<file path="src/rtl/xcvr_pkg.sv">
package xcvr_pkg;
  typedef enum logic [1:0] {
    DRV_NONE  = 2'b00,
    DRV_PORTA = 2'b01,
    DRV_PORTB = 2'b10
  } drive_e;
endpackage

</file>
<file path="src/rtl/xcvr_hold_reg.sv">
module xcvr_hold_reg #(
  parameter int WIDTH = 8
) (
  input  logic             clk,
  input  logic             rst,
  input  logic             load,
  input  logic [WIDTH-1:0] d,
  output logic [WIDTH-1:0] q
);
  always_ff @(posedge clk) begin
    if (rst)       q <= '0;
    else if (load) q <= d;
  end
endmodule

</file>
<file path="src/rtl/xcvr_port_ctl.sv">
module xcvr_port_ctl
  import xcvr_pkg::*;
(
  input  logic oe_n,
  input  logic dir,
  output logic a_oe,
  output logic b_oe
);
  drive_e drv;

  always_comb begin
    if (oe_n)     drv = DRV_NONE;
    else if (dir) drv = DRV_PORTB;
    else          drv = DRV_PORTA;
  end

  assign a_oe = (drv == DRV_PORTA);
  assign b_oe = (drv == DRV_PORTB);
endmodule

</file>
<file path="src/rtl/xcvr_out_sel.sv">
module xcvr_out_sel #(
  parameter int WIDTH = 8
) (
  input  logic             en,
  input  logic             use_stored,
  input  logic [WIDTH-1:0] live,
  input  logic [WIDTH-1:0] stored,
  output logic [WIDTH-1:0] dout
);
  always_comb begin
    if (!en)             dout = '0;
    else if (use_stored) dout = stored;
    else                 dout = live;
  end
endmodule

</file>
<file path="src/rtl/bus_xcvr_reg.sv">
module bus_xcvr_reg #(
  parameter int WIDTH = 8
) (
  input  logic             clk,
  input  logic             rst,
  input  logic             oe_n,
  input  logic             dir,
  input  logic             sel_a2b,
  input  logic             sel_b2a,
  input  logic             cap_a,
  input  logic             cap_b,
  input  logic [WIDTH-1:0] a_in,
  output logic [WIDTH-1:0] a_out,
  output logic             a_oe,
  input  logic [WIDTH-1:0] b_in,
  output logic [WIDTH-1:0] b_out,
  output logic             b_oe
);
  logic [WIDTH-1:0] reg_a;
  logic [WIDTH-1:0] reg_b;

  xcvr_hold_reg #(.WIDTH(WIDTH)) u_hold_a (
    .clk(clk), .rst(rst), .load(cap_a), .d(a_in), .q(reg_a)
  );

  xcvr_hold_reg #(.WIDTH(WIDTH)) u_hold_b (
    .clk(clk), .rst(rst), .load(cap_b), .d(b_in), .q(reg_b)
  );

  xcvr_port_ctl u_ctl (
    .oe_n(oe_n), .dir(dir), .a_oe(a_oe), .b_oe(b_oe)
  );

  xcvr_out_sel #(.WIDTH(WIDTH)) u_sel_to_b (
    .en(b_oe), .use_stored(sel_a2b), .live(a_in), .stored(reg_a), .dout(b_out)
  );

  xcvr_out_sel #(.WIDTH(WIDTH)) u_sel_to_a (
    .en(a_oe), .use_stored(sel_b2a), .live(b_in), .stored(reg_b), .dout(a_out)
  );
endmodule

</file>
<file path="config.mk">
export PLATFORM = sky130hd
export DESIGN_NAME = bus_xcvr_reg
export DESIGN_NICKNAME = d
export VERILOG_FILES = /design/src/rtl/xcvr_pkg.sv /design/src/rtl/xcvr_hold_reg.sv /design/src/rtl/xcvr_port_ctl.sv /design/src/rtl/xcvr_out_sel.sv /design/src/rtl/bus_xcvr_reg.sv
export SDC_FILE = /design/constraint.sdc
export NUM_CORES = 1
export LEC_CHECK = 0
export BUFFER_PORTS_ARGS = -buffer_cell sky130_fd_sc_hd__clkbuf_2
export CAP_MARGIN = 20
export CORE_MARGIN = 4
export CORE_UTILIZATION = 35
export CTS_BUF_LIST = sky130_fd_sc_hd__clkbuf_4 sky130_fd_sc_hd__clkbuf_8
export DETAILED_ROUTE_END_ITERATION = 8
export GPL_TIMING_DRIVEN = 0
export PLACE_DENSITY = 0.62
export SYNTH_ARGS = -nofsm -noshare
export SYNTH_HDL_FRONTEND = slang
export SYNTH_SLANG_ARGS = --single-unit
</file>
<file path="constraint.sdc">
create_clock -name clk -period 0.8 [get_ports clk]
set_input_delay 0.04 -clock clk [delete_from_list [all_inputs] [get_ports clk]]
set_output_delay 0.04 -clock clk [all_outputs]
set_load 0.02 [all_outputs]
</file>
==> results of run 1 <==
-- layout make-up --
type,count,area share [%]
multi-input cells,66,40.0
flip-flops and latches,16,29.8
repair buffers,36,19.4
plain buffers,8,4.97
well taps,28,3.09
clock buffers,3,1.99
inverters,2,0.663
-- state kept, by name (all words and copies together), names as in the netlist --
register	count
u_hold_a.q	8
u_hold_b.q	8
-- path summary, 6_finish.rpt --
| kind | from | end | slack (ps) | cells after the start |
|---|---|---|---|---|
| max reg2reg | u_hold_b.q[2]$_SDFFE_PP0P_ | u_hold_b.q[2]$_SDFFE_PP0P_ | 170 | 2 |
| min reg2reg | u_hold_a.q[3]$_SDFFE_PP0P_ | u_hold_a.q[3]$_SDFFE_PP0P_ | 490 | 2 |
| max | u_hold_a.q[1]$_SDFFE_PP0P_ | b_out[1] | -220 | 3 |
| min | b_in[4] | u_hold_b.q[4]$_SDFFE_PP0P_ | 9 | 3 |
-- worst max-delay path, stage by stage, from the launching register on --
cell                      delay [ps]
sky130_fd_sc_hd__dfxtp_2         330
sky130_fd_sc_hd__mux2i_1         150
sky130_fd_sc_hd__nor2_1           70
sky130_fd_sc_hd__buf_4           160
-- cell usage in the layout, fill, tap and decap left out --
master	instances
sky130_fd_sc_hd__buf_2	2
sky130_fd_sc_hd__buf_4	19
sky130_fd_sc_hd__buf_6	1
sky130_fd_sc_hd__clkbuf_2	21
sky130_fd_sc_hd__clkbuf_4	4
sky130_fd_sc_hd__dfxtp_1	2
sky130_fd_sc_hd__dfxtp_2	14
sky130_fd_sc_hd__inv_1	1
sky130_fd_sc_hd__inv_2	1
sky130_fd_sc_hd__mux2i_1	32
sky130_fd_sc_hd__nand2b_1	1
sky130_fd_sc_hd__nor2_1	32
sky130_fd_sc_hd__or2_1	1
-- stage by stage --
| stage | setup TNS, ps | cells | setup WS, ps | util [%] |
|---|---|---|---|---|
| after detailed placement | -26.9 | 156 | -10.5 | 46.7 |
| after global routing | -3850 | 159 | -284 | 50.2 |
| after global placement | -27.3 | 156 | -23.1 | 46.7 |
| after CTS | -3210 | 159 | -241 | 50.0 |
| after floorplan | 0 | 92 | 65.8 | - |
| final | -2890 | 159 | -220 | 50.2 |
-- power by group --
part           internal, uW  leakage, uW  switching [uW]  total, uW
logic                   189     0.000464             198        387
clock network           174    0.0000138             238        413
registers               852     0.000137            23.0        875
total                  1210     0.000614             459       1670
-- per-layer routing --
metal  share of wire [%]  vias to the layer above  wire length (um)  global-route usage [%]
met2                  48                       31               898                    21.0
li1                    -                      378                 -                       -
met4                 1.3                        0                25                    5.96
met3                 8.1                        4               151                    2.99
met1                  42                      338               781                    15.2
met5                   0                        -                 0                       0
-- kinds of logic (layout without fill, tap and decap cells) --
group | Yosys count | count (layout) | share of synthesized area, %
simple gates | 34 | 34 | 15.8
mux | 32 | 32 | 38.3
flops | 16 | 16 | 38.3
buf+inv | 10 | 49 | 7.62
-- what timing repair did --
item,in CTS,in global routing
pin swaps,6,4
gates resized for setup,26,19
setup buffers,0,0
setup endpoints to repair,16,16
==> results_tabular.tex, run 1 <==
\begin{tabular}{lr}
\hline
Metric & Value \\
\hline
\multicolumn{2}{l}{\textbf{Outcome}} \\
\quad Result of the run & finished, violations left \\
\quad Violated checks & setup timing \\
\multicolumn{2}{l}{\textbf{Clocking}} \\
\quad Clock slew at the register clock pins of the worst setup and hold paths & 90 ps \\
\quad CTS Hold Buffers Added & 0 \\
\quad Number of clock buffers inserted by TritonCTS & 3 \\
\quad TritonCTS clock tree & yes \\
\quad Maximum count of clock buffers along a single path & 2 \\
\quad Worst-skew pair later-pin latency & 280 ps \\
\quad Number of clock sinks & 16 \\
\quad CTS Root Cell & sky130\_fd\_sc\_hd\_\_clkbuf\_4 \\
\quad H-tree depth reported by CTS & 1 \\
\multicolumn{2}{l}{\textbf{Setup path}} \\
\quad Critical Path Source Type & flop \\
\quad Crit Path Max Fanout & 2 \\
\quad Worst setup path class & reg2out \\
\quad Kind of capture point of the worst setup path & output port \\
\quad CP arrival & 980 ps \\
\quad Required arrival time at the worst endpoint & 760 ps \\
\multicolumn{2}{l}{\textbf{Timing}} \\
\quad Setup Viol. Count Final & 16 \\
\quad Slew HR & 89.5\% \\
\quad Transition time at the pin with the least slew margin & 153 ps \\
\quad Max-slew violation count & 0 \\
\quad Portion of the clock cycle consumed by the worst path in the final layout & 127\% \\
\quad Final setup slack of the worst path & -220 ps \\
\quad Final worst path period need & 1020 ps \\
\quad Smallest hold slack & 9.46 ps \\
\quad FMAX & 980 MHz \\
\quad Endpoints failing hold & 0 \\
\quad Worst clock skew & 0 ps \\
\quad Unrepaired setup endpoints after global routing & true \\
\multicolumn{2}{l}{\textbf{Die}} \\
\quad FP Rows & 17 \\
\quad Total I/O pin count & 42 \\
\quad Die height & 56.9 um \\
\quad Area inside the core boundary & 2250 um\^{}2 \\
\quad X dimension of the die & 56.9 um \\
\quad Starting utilization of the core area & 37.1\% \\
\quad Die Footprint & 3240 um\^{}2 \\
\multicolumn{2}{l}{\textbf{Final layout}} \\
\quad Multi-input gate area in the final layout & 453 um\^{}2 \\
\quad Area delta synth->final & 35.3\% \\
\quad Number of antenna cells inserted & 0 \\
\quad Post-route cell area & 1130 um\^{}2 \\
\quad Net count, final & 157 \\
\quad Area used by sequential logic in the layout & 338 um\^{}2 \\
\quad Ratio of cells with drive above 1 in the final layout & 47.3\% \\
\quad Filler Cells Inserted & 224 \\
\multicolumn{2}{l}{\textbf{Global routing}} \\
\quad Via count of the first global-routing pass & 782 \\
\quad Total track usage & 12.6\% \\
\quad First-pass GRT wire length & 3.28 mm \\
\quad Antenna violations before repair & 0 \\
\quad Pin count of the biggest net entering global routing & 11 \\
\quad Total global routing overflow & 0 \\
\multicolumn{2}{l}{\textbf{Synth}} \\
\quad Flip-flop cell with the highest count after synthesis & sky130\_fd\_sc\_hd\_\_dfxtp\_1 \\
\quad Synth unique cells & 11 \\
\quad Yosys reg bits & 16 \\
\quad Cells after synthesis & 92 \\
\quad Average cell area after synthesis & 9.10 um\^{}2 \\
\quad Top cell type by total area after synthesis & sky130\_fd\_sc\_hd\_\_dfxtp\_1 \\
\quad Ranking of synthesized cells by area & sky130\_fd\_sc\_hd\_\_dfxtp\_1, sky130\_fd\_sc\_hd\_\_mux2i\_1, sky130\_fd\_sc\_hd\_\_nor2\_1, sky130\_fd\_sc\_hd\_\_buf\_4, sky130\_fd\_sc\_hd\_\_buf\_6 \\
\quad Synthesized netlist net count & 116 \\
\quad Fraction of synthesized cell area taken by the top area cell type & 38.3\% \\
\quad List of most frequent post-synthesis cells & sky130\_fd\_sc\_hd\_\_mux2i\_1, sky130\_fd\_sc\_hd\_\_nor2\_1, sky130\_fd\_sc\_hd\_\_dfxtp\_1 \\
\quad Share of synthesized flip-flops with an asynchronous set or reset & 0\% \\
\quad Combined area of all synthesized cells & 837 um\^{}2 \\
\quad Number of enable flip-flop cells after synthesis & 0 \\
\quad Yosys warning count & 0 \\
\quad Register area share after synthesis & 38.3\% \\
\multicolumn{2}{l}{\textbf{Flow run}} \\
\quad Max-cap violation count & 0 \\
\multicolumn{2}{l}{\textbf{Placement}} \\
\quad Count of input and output buffers & 36 \\
\quad Area after DPL & 1050 um\^{}2 \\
\quad Weighted congestion at the end of routability-driven global placement & 0.707 \\
\quad Half-perimeter wire length after detailed placement & 1.44 mm \\
\multicolumn{2}{l}{\textbf{Min path}} \\
\quad Worst hold path type & in2reg \\
\multicolumn{2}{l}{\textbf{Route}} \\
\quad Number of nets still failing antenna checks after routing & 0 \\
\quad Number of vias in the routed layout & 751 \\
\quad DRT Pass-1 Iters & 2 \\
\quad Post-detailed-route wirelength per cell & 11.7 um \\
\quad First DRT Iteration DRCs & 6 \\
\quad Number of vias per cell after detailed routing & 4.72 \\
\quad Remaining DRCs & 0 \\
\quad Detailed-route wire length & 1.86 mm \\
\multicolumn{2}{l}{\textbf{Power}} \\
\quad Largest vdd supply drop & 761 uV \\
\quad Overall Power & 1670 uW \\
\quad Standby leakage power & 0.000614 uW \\
\quad Power Dens Cells & 1480 nW/um\^{}2 \\
\hline
\end{tabular}
Power figures use the tool's default switching activity.
==> run 2, diff against run 1 <==
- RECOVER_POWER: not set -> 100
==> run 2 against run 1 <==
The flow still finishes with violations (setup timing); utilization decreased by 0.055 points; count of clock-buffer cells in the layout unchanged; sequential power about the same; wire length unchanged; first-iteration DRC count unchanged; setup slack unchanged; sequential cell count unchanged; total power about the same; clock power about the same; register-to-register slack about the same; fmax unchanged.
==> results_tabular.tex, run 2 (same netlist as run 1, synthesis figures left out) <==
\begin{tabular}{lr}
\hline
Metric & Value \\
\hline
\multicolumn{2}{l}{\textbf{Setup path}} \\
\quad Crit Path Max Fanout & 2 (unchanged) \\
\quad CP arrival & 980 ps (about the same) \\
\quad Slowest stage delay, CP & 330 ps (about the same) \\
\quad Worst setup path class & reg2out \\
\quad Required arrival time at the worst endpoint & 760 ps (about the same) \\
\quad CP max-delay cell & sky130\_fd\_sc\_hd\_\_dfxtp\_2 \\
\quad Worst-path cell chain & mux2i\_1 -> nor2\_1 -> buf\_4 \\
\quad Worst reg-to-reg setup slack & 170 ps (about the same) \\
\quad Worst r2r dst & u\_hold\_b.q[2]\$\_SDFFE\_PP0P\_ \\
\quad Critical Path Source Type & flop \\
\quad Startpoint of the worst-slack reg-to-reg timing path & u\_hold\_b.q[2]\$\_SDFFE\_PP0P\_ \\
\quad Kind of capture point of the worst setup path & output port \\
\quad Cell count of the worst reg-to-reg path & 2 (unchanged) \\
\multicolumn{2}{l}{\textbf{Die}} \\
\quad Starting utilization of the core area & 37.1\% (unchanged) \\
\quad FP Rows & 17 (unchanged) \\
\quad Die height & 56.9 um (unchanged) \\
\quad Total I/O pin count & 42 (unchanged) \\
\quad Area inside the core boundary & 2250 um\^{}2 (unchanged) \\
\quad Die Footprint & 3240 um\^{}2 (unchanged) \\
\quad X dimension of the die & 56.9 um (unchanged) \\
\multicolumn{2}{l}{\textbf{Timing}} \\
\quad Max-slew violation count & 0 (unchanged) \\
\quad Final setup slack of the worst path & -220 ps (unchanged) \\
\quad Endpoints failing hold & 0 (unchanged) \\
\quad Portion of the clock cycle consumed by the worst path in the final layout & 127\% (unchanged) \\
\quad Worst clock skew & 0 ps (unchanged) \\
\quad Setup Viol. Count Final & 16 (unchanged) \\
\quad Transition time at the pin with the least slew margin & 153 ps (unchanged) \\
\quad Final worst path period need & 1020 ps (unchanged) \\
\quad Unrepaired setup endpoints after global routing & true \\
\quad FMAX & 980 MHz (unchanged) \\
\quad Slew HR & 89.5\% (unchanged) \\
\multicolumn{2}{l}{\textbf{Global routing}} \\
\quad First-pass GRT wire length & 3.28 mm (unchanged) \\
\quad Pin count of the biggest net entering global routing & 11 (unchanged) \\
\quad Antenna violations before repair & 0 (unchanged) \\
\quad Total global routing overflow & 0 (unchanged) \\
\quad Via count of the first global-routing pass & 782 (unchanged) \\
\quad Total track usage & 12.6\% (unchanged) \\
\multicolumn{2}{l}{\textbf{Flow run}} \\
\quad Max-cap violation count & 0 (unchanged) \\
\multicolumn{2}{l}{\textbf{Final layout}} \\
\quad Area delta synth->final & 35.1\% \\
\quad Ratio of cells with drive above 1 in the final layout & 46.6\% (-0.76 points) \\
\quad Net count, final & 157 (unchanged) \\
\quad Number of standard cells in the final layout excluding fillers & 159 (unchanged) \\
\quad Leading cell types in the layout, fill and taps excluded & sky130\_fd\_sc\_hd\_\_mux2i\_1, sky130\_fd\_sc\_hd\_\_nor2\_1, sky130\_fd\_sc\_hd\_\_clkbuf\_2, sky130\_fd\_sc\_hd\_\_buf\_4, sky130\_fd\_sc\_hd\_\_dfxtp\_2 \\
\quad Largest registers & u\_hold\_a.q x8, u\_hold\_b.q x8 \\
\quad Number of antenna cells inserted & 0 (unchanged) \\
\quad Filler Cells Inserted & 222 (-0.89\%) \\
\multicolumn{2}{l}{\textbf{Placement}} \\
\quad Post-placement cell count & 156 (unchanged) \\
\quad Count of input and output buffers & 36 (unchanged) \\
\quad Half-perimeter wire length after detailed placement & 1.44 mm (unchanged) \\
\quad Weighted congestion at the end of routability-driven global placement & 0.707 (unchanged) \\
\quad Worst slack, placed & -10.5 ps (unchanged) \\
\multicolumn{2}{l}{\textbf{Min path}} \\
\quad Endpoint, Worst Hold & u\_hold\_b.q[4]\$\_SDFFE\_PP0P\_ \\
\quad HP Start & b\_in[4] \\
\quad Worst hold path type & in2reg \\
\quad Worst Hold Depth & 3 (unchanged) \\
\multicolumn{2}{l}{\textbf{Route}} \\
\quad Detailed-route wire length & 1.86 mm (unchanged) \\
\quad Number of vias in the routed layout & 751 (unchanged) \\
\quad DRT Pass-1 Iters & 2 (unchanged) \\
\quad Remaining DRCs & 0 (unchanged) \\
\quad First DRT Iteration DRCs & 6 (unchanged) \\
\quad Number of vias per cell after detailed routing & 4.72 (unchanged) \\
\quad Number of nets still failing antenna checks after routing & 0 (unchanged) \\
\quad Post-detailed-route wirelength per cell & 11.7 um (unchanged) \\
\multicolumn{2}{l}{\textbf{Power}} \\
\quad Power Dens Cells & 1480 nW/um\^{}2 (about the same) \\
\quad Largest vdd supply drop & 761 uV (about the same) \\
\quad Standby leakage power & 0.000614 uW (about the same) \\
\multicolumn{2}{l}{\textbf{Clocking}} \\
\quad Number of clock sinks & 16 (unchanged) \\
\quad CTS Root Cell & sky130\_fd\_sc\_hd\_\_clkbuf\_4 \\
\quad Worst-skew pair later-pin latency & 280 ps (about the same) \\
\quad Maximum count of clock buffers along a single path & 2 (unchanged) \\
\quad TritonCTS clock tree & yes \\
\quad Clock slew at the register clock pins of the worst setup and hold paths & 90 ps (about the same) \\
\quad Number of clock buffers inserted by TritonCTS & 3 (unchanged) \\
\quad H-tree depth reported by CTS & 1 (unchanged) \\
\multicolumn{2}{l}{\textbf{Outcome}} \\
\quad Violated checks & setup timing \\
\quad Result of the run & finished, violations left \\
\hline
\end{tabular}
[run 2: cell count changes in the layout (fill, tap and decap cells not counted)]
cell	previous run	this run
sky130_fd_sc_hd__dfxtp_1	2	3
sky130_fd_sc_hd__dfxtp_2	14	13
[run 2: routing by layer]
metal  part of all wire (%)  wire (um)  GRT usage [%]
met1                     42        781           15.2
met2                     48        898           21.0
met3                    8.1        151           2.99
met4                    1.3         25           5.96
met5                      0          0              0
[run 2: area by class of cell]
type,count,area [um^2],area share (%)
Clock buffer,3,22.5,1.99
Tap cell,28,35.0,3.10
Timing Repair Buffer,36,220,19.5
Inverter,2,7.51,0.664
Buffer,8,56.3,4.98
Multi-Input combinational cell,66,453,40.0
Sequential cell,16,337,29.8
[run 2: report_power, final]
part           switching [uW]  internal [uW]  total [uW]
clock network             238            174         413
logic                     198            189         387
registers                23.0            851         874
[run 2: what timing repair did]
| item | in CTS | in global routing |
|---|---|---|
| buffers inserted | 0 | 0 |
| pin swaps | 6 | 4 |
| hold buffers | 0 | 0 |
| resized for setup | 26 | 19 |
| setup endpoints to repair | 16 | 16 |
[run 2: how the worst max path moves through the flow]
stage                                           from        to  depth (start not counted)
after floorplan                                 oe_n  a_out[0]                          3
after global placement                          oe_n  a_out[6]                          5
after detailed placement                        oe_n  a_out[6]                          5
after CTS                 u_hold_a.q[1]$_SDFFE_PP0P_  b_out[1]                          3
after global routing      u_hold_a.q[1]$_SDFFE_PP0P_  b_out[1]                          3
final                     u_hold_a.q[1]$_SDFFE_PP0P_  b_out[1]                          3
[run 2: through the flow]
stage,power [uW],area (um^2),hold slack (ps),setup TNS (ps),utilization [%]
6_report,1670,1130,9.46,-2880,50.2
5_1_grt,1770,1130,23.0,-3860,50.2
4_1_cts,1690,1130,2.97,-3210,50.0
3_5_place_dp,1260,1050,299,-26.9,46.7
3_3_place_gp,1250,1050,289,-27.3,46.7
2_1_floorplan,1130,837,187,0,-
[run 2: worst max-delay path: cells and delay by family (launching register included)]
kind	cells	cell delay (ps)
muxes	1	150
DFF	1	330
buffers and inverters	1	160
and+or+nand+nor	1	70
